===== src/rtl/rcp_pkg.sv =====
package rcp_pkg;

    localparam int RCP_M = 4;
    localparam int RCP_G = 2;
    // scale used while building coefficients at elaboration
    localparam int COEF_SCL = 40;

    typedef enum logic [2:0] {
        ST_IDLE,
        ST_POLY,
        ST_NR1,
        ST_NR2,
        ST_DONE
    } rcp_state_e;

    // Coefficient for interval idx, expanded about the interval midpoint and
    // re-centred on the interval start. sel 0 -> constant term, 1 -> magnitude
    // of linear term, 2 -> quadratic term. Rounded to nearest, saturated.
    function automatic longint unsigned rcp_coef(int sel, int idx, int m, int g);
        longint unsigned c;
        longint unsigned i1;
        longint unsigned i2;
        longint unsigned i3;
        longint unsigned v;
        longint unsigned mx;
        int f;
        int sh;
        c  = (64'd1 << (m + 1)) + 64'(2 * idx + 1);
        i1 = (64'd1 << (COEF_SCL + m + 1)) / c;
        i2 = (i1 << (m + 1)) / c;
        i3 = (i2 << (m + 1)) / c;
        case (sel)
            0: begin
                v = i1 + (i2 >> (m + 1)) + (i3 >> (2 * m + 2));
                f = 3 * m + g;
            end
            1: begin
                v = i2 + (i3 >> m);
                f = 2 * m + g;
            end
            default: begin
                v = i3;
                f = m + g;
            end
        endcase
        sh = COEF_SCL - f;
        v  = (v + (64'd1 << (sh - 1))) >> sh;
        mx = (64'd1 << f) - 64'd1;
        if (v > mx) v = mx;
        return v;
    endfunction

endpackage


===== src/rtl/rcp_coef_rom.sv =====
module rcp_coef_rom #(
    parameter int M = rcp_pkg::RCP_M,
    parameter int G = rcp_pkg::RCP_G
) (
    input  logic [M-1:0]       idx,
    output logic [3*M+G-1:0]   a0,
    output logic [2*M+G-1:0]   a1,
    output logic [M+G-1:0]     a2
);
    localparam int ENT = 1 << M;
    localparam int A0W = 3 * M + G;
    localparam int A1W = 2 * M + G;
    localparam int A2W = M + G;

    logic [A0W-1:0] tab0 [ENT];
    logic [A1W-1:0] tab1 [ENT];
    logic [A2W-1:0] tab2 [ENT];

    for (genvar i = 0; i < ENT; i++) begin : g_ent
        localparam logic [A0W-1:0] K0 = A0W'(rcp_pkg::rcp_coef(0, i, M, G));
        localparam logic [A1W-1:0] K1 = A1W'(rcp_pkg::rcp_coef(1, i, M, G));
        localparam logic [A2W-1:0] K2 = A2W'(rcp_pkg::rcp_coef(2, i, M, G));
        assign tab0[i] = K0;
        assign tab1[i] = K1;
        assign tab2[i] = K2;
    end

    assign a0 = tab0[idx];
    assign a1 = tab1[idx];
    assign a2 = tab2[idx];
endmodule


===== src/rtl/rcp_seed_poly.sv =====
module rcp_seed_poly #(
    parameter int M = rcp_pkg::RCP_M,
    parameter int G = rcp_pkg::RCP_G
) (
    input  logic [5*M-1:0]     xl,
    input  logic [3*M+G-1:0]   a0,
    input  logic [2*M+G-1:0]   a1,
    input  logic [M+G-1:0]     a2,
    output logic [6*M+G:0]     seed
);
    localparam int FD   = 6 * M;
    localparam int SF   = FD + G;
    localparam int SW   = SF + 1;
    localparam int A0W  = 3 * M + G;
    localparam int A1W  = 2 * M + G;
    localparam int A2W  = M + G;
    localparam int PW   = 2 * SW + 2;
    localparam int SQSH = 2 * FD - SF;
    localparam int L1SH = A1W + FD - SF;

    logic [PW-1:0] sq_full;
    logic [PW-1:0] sq_s;
    logic [PW-1:0] p2;
    logic [PW-1:0] p1;
    logic [PW-1:0] term0;
    logic [PW-1:0] term1;
    logic [PW-1:0] term2;

    always_comb begin
        sq_full = PW'(xl) * PW'(xl);          // weight 2^-2FD
        sq_s    = sq_full >> SQSH;             // weight 2^-SF
        p2      = PW'(a2) * sq_s;              // weight 2^-(SF+A2W)
        term2   = p2 >> A2W;
        p1      = PW'(a1) * PW'(xl);           // weight 2^-(A1W+FD)
        term1   = p1 >> L1SH;
        term0   = PW'(a0) << (SF - A0W);
        seed    = SW'(term0 - term1 + term2);
    end
endmodule


===== src/rtl/rcp_nr_step.sv =====
module rcp_nr_step #(
    parameter int M         = rcp_pkg::RCP_M,
    parameter int G         = rcp_pkg::RCP_G,
    parameter bit SHARE_MUL = 1'b1
) (
    input  logic [6*M:0]       d,
    input  logic [6*M+G:0]     seed,
    input  logic [6*M+G+1:0]   corr,
    input  logic               second,
    output logic [6*M+G+1:0]   corr_next,
    output logic [6*M:0]       recip_next
);
    localparam int FD  = 6 * M;
    localparam int SF  = FD + G;
    localparam int SW  = SF + 1;
    localparam int CW  = SF + 2;
    localparam int RW  = FD + 1;
    localparam int PW  = 2 * SW + 2;
    localparam int RSH = 2 * SF - FD;
    localparam logic [PW-1:0] TWO = PW'(2) << SF;

    logic [PW-1:0] prod_dx;
    logic [PW-1:0] prod_xc;

    if (SHARE_MUL) begin : g_shared
        logic [PW-1:0] opa;
        logic [PW-1:0] opb;
        logic [PW-1:0] prod;
        assign opa     = second ? PW'(seed) : PW'(d);
        assign opb     = second ? PW'(corr) : PW'(seed);
        assign prod    = opa * opb;
        assign prod_dx = prod;
        assign prod_xc = prod;
    end else begin : g_split
        assign prod_dx = PW'(d) * PW'(seed);
        assign prod_xc = second ? PW'(seed) * PW'(corr) : '0;
    end

    // d*x truncated to SF bits, then two's-complement subtraction from 2
    assign corr_next  = CW'(TWO - (prod_dx >> FD));
    // x*(2-d*x) truncated to the result fraction
    assign recip_next = RW'(prod_xc >> RSH);
endmodule


===== src/rtl/rcp_ctrl.sv =====
module rcp_ctrl (
    input  logic clk,
    input  logic rst,
    input  logic in_valid,
    input  logic out_ready,
    output logic in_ready,
    output logic out_valid,
    output logic ld_d,
    output logic ld_seed,
    output logic ld_corr,
    output logic ld_res,
    output logic nr_second
);
    import rcp_pkg::*;

    rcp_state_e st_q;
    rcp_state_e st_d;

    always_comb begin
        st_d = st_q;
        case (st_q)
            ST_IDLE: if (in_valid) st_d = ST_POLY;
            ST_POLY: st_d = ST_NR1;
            ST_NR1:  st_d = ST_NR2;
            ST_NR2:  st_d = ST_DONE;
            ST_DONE: if (out_ready) st_d = ST_IDLE;
            default: st_d = ST_IDLE;
        endcase
    end

    always_ff @(posedge clk) begin
        if (rst) st_q <= ST_IDLE;
        else     st_q <= st_d;
    end

    assign in_ready  = (st_q == ST_IDLE);
    assign ld_d      = (st_q == ST_IDLE) && in_valid;
    assign ld_seed   = (st_q == ST_POLY);
    assign ld_corr   = (st_q == ST_NR1);
    assign ld_res    = (st_q == ST_NR2);
    assign nr_second = (st_q == ST_NR2);
    assign out_valid = (st_q == ST_DONE);
endmodule


===== src/rtl/rcp_unit.sv =====
module rcp_unit #(
    parameter int M         = rcp_pkg::RCP_M,
    parameter int G         = rcp_pkg::RCP_G,
    parameter bit SHARE_MUL = 1'b1
) (
    input  logic           clk,
    input  logic           rst,
    input  logic           in_valid,
    output logic           in_ready,
    input  logic [6*M:0]   in_d,
    output logic           out_valid,
    input  logic           out_ready,
    output logic [6*M:0]   out_recip
);
    localparam int FD  = 6 * M;
    localparam int DW  = FD + 1;
    localparam int XLW = FD - M;
    localparam int SF  = FD + G;
    localparam int SW  = SF + 1;
    localparam int CW  = SF + 2;
    localparam int RW  = FD + 1;

    logic          ld_d;
    logic          ld_seed;
    logic          ld_corr;
    logic          ld_res;
    logic          nr_second;
    logic [DW-1:0] d_q;
    logic [SW-1:0] seed_q;
    logic [SW-1:0] seed_c;
    logic [CW-1:0] corr_q;
    logic [CW-1:0] corr_c;
    logic [RW-1:0] res_q;
    logic [RW-1:0] res_c;
    logic [3*M+G-1:0] a0;
    logic [2*M+G-1:0] a1;
    logic [M+G-1:0]   a2;

    rcp_ctrl u_ctrl (
        .clk       (clk),
        .rst       (rst),
        .in_valid  (in_valid),
        .out_ready (out_ready),
        .in_ready  (in_ready),
        .out_valid (out_valid),
        .ld_d      (ld_d),
        .ld_seed   (ld_seed),
        .ld_corr   (ld_corr),
        .ld_res    (ld_res),
        .nr_second (nr_second)
    );

    rcp_coef_rom #(.M(M), .G(G)) u_rom (
        .idx (d_q[FD-1 -: M]),
        .a0  (a0),
        .a1  (a1),
        .a2  (a2)
    );

    rcp_seed_poly #(.M(M), .G(G)) u_poly (
        .xl   (d_q[XLW-1:0]),
        .a0   (a0),
        .a1   (a1),
        .a2   (a2),
        .seed (seed_c)
    );

    rcp_nr_step #(.M(M), .G(G), .SHARE_MUL(SHARE_MUL)) u_nr (
        .d          (d_q),
        .seed       (seed_q),
        .corr       (corr_q),
        .second     (nr_second),
        .corr_next  (corr_c),
        .recip_next (res_c)
    );

    always_ff @(posedge clk) begin
        if (rst) begin
            d_q    <= '0;
            seed_q <= '0;
            corr_q <= '0;
            res_q  <= '0;
        end else begin
            if (ld_d)    d_q    <= in_d;
            if (ld_seed) seed_q <= seed_c;
            if (ld_corr) corr_q <= corr_c;
            if (ld_res)  res_q  <= res_c;
        end
    end

    assign out_recip = res_q;
endmodule


===== config.mk =====
export PLATFORM = sky130hd
export DESIGN_NAME = rcp_unit
export DESIGN_NICKNAME = d
export VERILOG_FILES = /design/src/rtl/rcp_pkg.sv /design/src/rtl/rcp_coef_rom.sv /design/src/rtl/rcp_seed_poly.sv /design/src/rtl/rcp_nr_step.sv /design/src/rtl/rcp_ctrl.sv /design/src/rtl/rcp_unit.sv
export SDC_FILE = /design/constraint.sdc
export NUM_CORES = 2
export LEC_CHECK = 0
export ABC_AREA = 1
export BUFFER_PORTS_ARGS = -buffer_cell sky130_fd_sc_hd__buf_2
export CELL_PAD_IN_SITES_DETAIL_PLACEMENT = 0
export CELL_PAD_IN_SITES_GLOBAL_PLACEMENT = 1
export CORE_MARGIN = 4
export CORE_UTILIZATION = 51
export CTS_BUF_LIST = sky130_fd_sc_hd__clkbuf_16
export DETAILED_ROUTE_END_ITERATION = 8
export GPL_ROUTABILITY_DRIVEN = 0
export MAX_ROUTING_LAYER = met4
export PLACE_DENSITY_LB_ADDON = 0.1
export SLEW_MARGIN = 40
export SYNTH_ARGS = -nofsm -noshare
export SYNTH_HDL_FRONTEND = slang
export SYNTH_SLANG_ARGS = --single-unit

===== constraint.sdc =====
create_clock -name clk -period 12.66 [get_ports clk]
set_input_delay 1.899 -clock clk [delete_from_list [all_inputs] [get_ports clk]]
set_output_delay 1.899 -clock clk [all_outputs]
set_load 0.02 [all_outputs]

==> results.txt <==
status -> completed
worst path bufs/invs -> 11
Rows -> 116
Core Area -> 100100 µm²
clock skew -> 0.02458 ns
grt ovf -> 0
synthesized area per cell -> 7.808 µm²
CTS Sinks -> 108
Fmax -> 83.15 MHz
kind of cell adding the most delay to the critical path -> adder cells
CP max FO -> 15
fin worst setup slack -> 0.6342 ns
yosys warns -> 0
Area growth, synth to finish -> 5.107%
WP data arrival -> 12.38 ns
Die X -> 325.8 µm
Die H -> 325.8 µm
pin count of the biggest net entering global routing -> 55
min Tclk post-route -> 12.03 ns
Yosys reg bits -> 108
Metal-1 WL -> 64.93 mm
Final Hold Fails -> 0
Starting Density -> 51.43%
ranking of synthesized cells by area -> fa_1, inv_1, ha_1, nand2_1, dfxtp_1
CTS Buf Count -> 9
number of global-route vias before repair -> 43770
most common cell after layout, fill and taps aside -> inv_1
Inserted Diodes -> 0
maxcap violations -> 0
Routed WL -> 160.2 mm
via count -> 41870
Setup crit start kind -> flop
# setup viols final -> 0
TritonRoute pass-1 iters -> 7
worst min-delay path class -> flop to flop
top cell type by total area after synthesis -> fa_1
sequential-to-total area share from yosys stat -> 4.198%
Die Area -> 106100 µm²
# H-tree levels -> 3
number of synthesized flops with an enable pin -> 0
CTS Hold Buffers Added -> 0
Global Route Usage Sum -> 31.59%
multi-input logic area -> 42210 µm²
storage element area -> 2185 µm²
relative max-transition margin -> 43.86%
WL/cell -> 20.32 µm
Crit Path Category -> flop to flop
# fillers -> 9771
I/O pins -> 56
antenna violations before repair -> 0
crit path max-delay cell type -> fa_1
mapped cell area -> 51500 µm²
Top FF cell, synth -> dfxtp_1
Final Net Count -> 8213
Critical Path End Type -> flop
Longest Clk Path Bufs -> 2
pre-CTS setup slack -> 0.1723 ns
Worst-path clk slew -> 0.09 ns
Clock Latency Late Sink -> 0.41 ns
unique cell type count in the Yosys netlist -> 56
most frequent cells in the layout -> inv_1, nand2_1, fa_1
ANT nets after route -> 0
met3 routed WL -> 8.681 mm
input/output buffers -> 55
post-synth top area share -> 44.16%
post-synth net total -> 8229
fin crit share -> 94.99%
CP most frequent cell -> fa_1
Post-synth ARST share -> 0%
CTS tree -> done
Max stage delay on crit path -> 0.60 ns
HPWL Detailed -> 137.1 mm
Least-Margin Pin Slew -> 0.8333 ns
Final Max Tran Viols -> 0
clock root buffer -> clkbuf_16
1st-iter DRT viols -> 3014
Syn Inst Count -> 6596
setup_tns -> 0 ns
DR DRC count -> 0
DR vias/cell -> 5.312
max layer used -> met4
Critical Path RT -> 13.01 ns
wire length on met2 -> 80.13 mm
share of cells above drive strength 1 -> 5.452%
first-pass GRT wire length -> 252.3 mm
[cell type report]
class,count,area share (%)
inverters,1708,11.85
flip-flops and latches,108,4.036
clock inverters,7,0.09246
clock buffers,9,0.4161
repair buffers,202,2.630
multi-input cells,4551,77.98
well taps,1298,3.000
[cells in the mapped netlist (24+ instances only)]
| master | n |
|---|---|
| inv_1 | 1673 |
| nand2_1 | 1424 |
| fa_1 | 1136 |
| nor2_1 | 550 |
| ha_1 | 468 |
| a21oi_1 | 270 |
| clkbuf_1 | 204 |
| o21ai_0 | 195 |
| dfxtp_1 | 108 |
| nand3_1 | 93 |
| xor2_1 | 60 |
| xnor2_1 | 53 |
| nand4_1 | 36 |
| o211ai_1 | 32 |
| nand2_2 | 28 |
| o21ai_1 | 26 |
| nor3_1 | 24 |
[worst register-to-register path: cells and delay by family, from the launching register on]
kind	cells	cell delay (ns)
adders and majority gates	14	6.46
and+or+nand+nor	17	2.17
buffers and inverters	11	1.38
AOI/OAI and AO/OA	6	0.96
xor gates and xnor gates	2	0.51
DFF	1	0.47
[flip-flops by register name, indices dropped and copies added (netlist names)]
name,count
d_q,25
seed_q,27
corr_q,28
out_recip,25
u_ctrl.st_q,3
[what timing repair did]
| action | 4_1_cts | 5_1_grt |
|---|---|---|
| resized for setup | 0 | 26 |
| setup buffers | 0 | 1 |
| setup endpoints to repair | 0 | 18 |
[stage by stage]
| step | cell area (µm²) | hold slack, ns | util (%) | std cells |
|---|---|---|---|---|
| 3_3_place_gp | 53680 | 0.4451 | 53.60 | 7862 |
| 4_1_cts | 54050 | 0.4660 | 53.97 | 7882 |
| 2_1_floorplan | 51500 | 0.4297 | - | 6596 |
| 5_1_grt | 54130 | 0.5127 | 54.05 | 7883 |
| 6_report | 54130 | 0.4689 | 54.05 | 7883 |
| 3_5_place_dp | 53770 | 0.4536 | 53.69 | 7866 |
[final timing paths]
check          start          to  slack, ns  depth (start not counted)
max          d_q[11]  seed_q[18]       0.63                         50
min          d_q[24]     d_q[24]       0.47                          2
max reg2reg  d_q[11]  seed_q[18]       0.63                         50
min reg2reg  d_q[24]     d_q[24]       0.47                          2
[layer usage]
metal | up-vias | global-route usage [%]
met2 | 1293 | 54.04
met1 | 21030 | 40.16
met3 | 259 | 2.367
met4 | 0 | 10.25
met5 | - | -
li1 | 19290 | -
[cell families (layout without fill, tap and decap cells)]
group	Yosys count	after routing	synth area share, %
flops	108	108	4.198
xor+xnor	116	116	2.016
simple gates	2232	2232	17.72
fa+ha+maj	1604	1604	55.53
buf+inv	1937	1926	14.19
compound gates	599	599	6.351
Power is not shown: default switching activity piles up to over one toggle a cycle in this logic, so the estimate is an artifact.
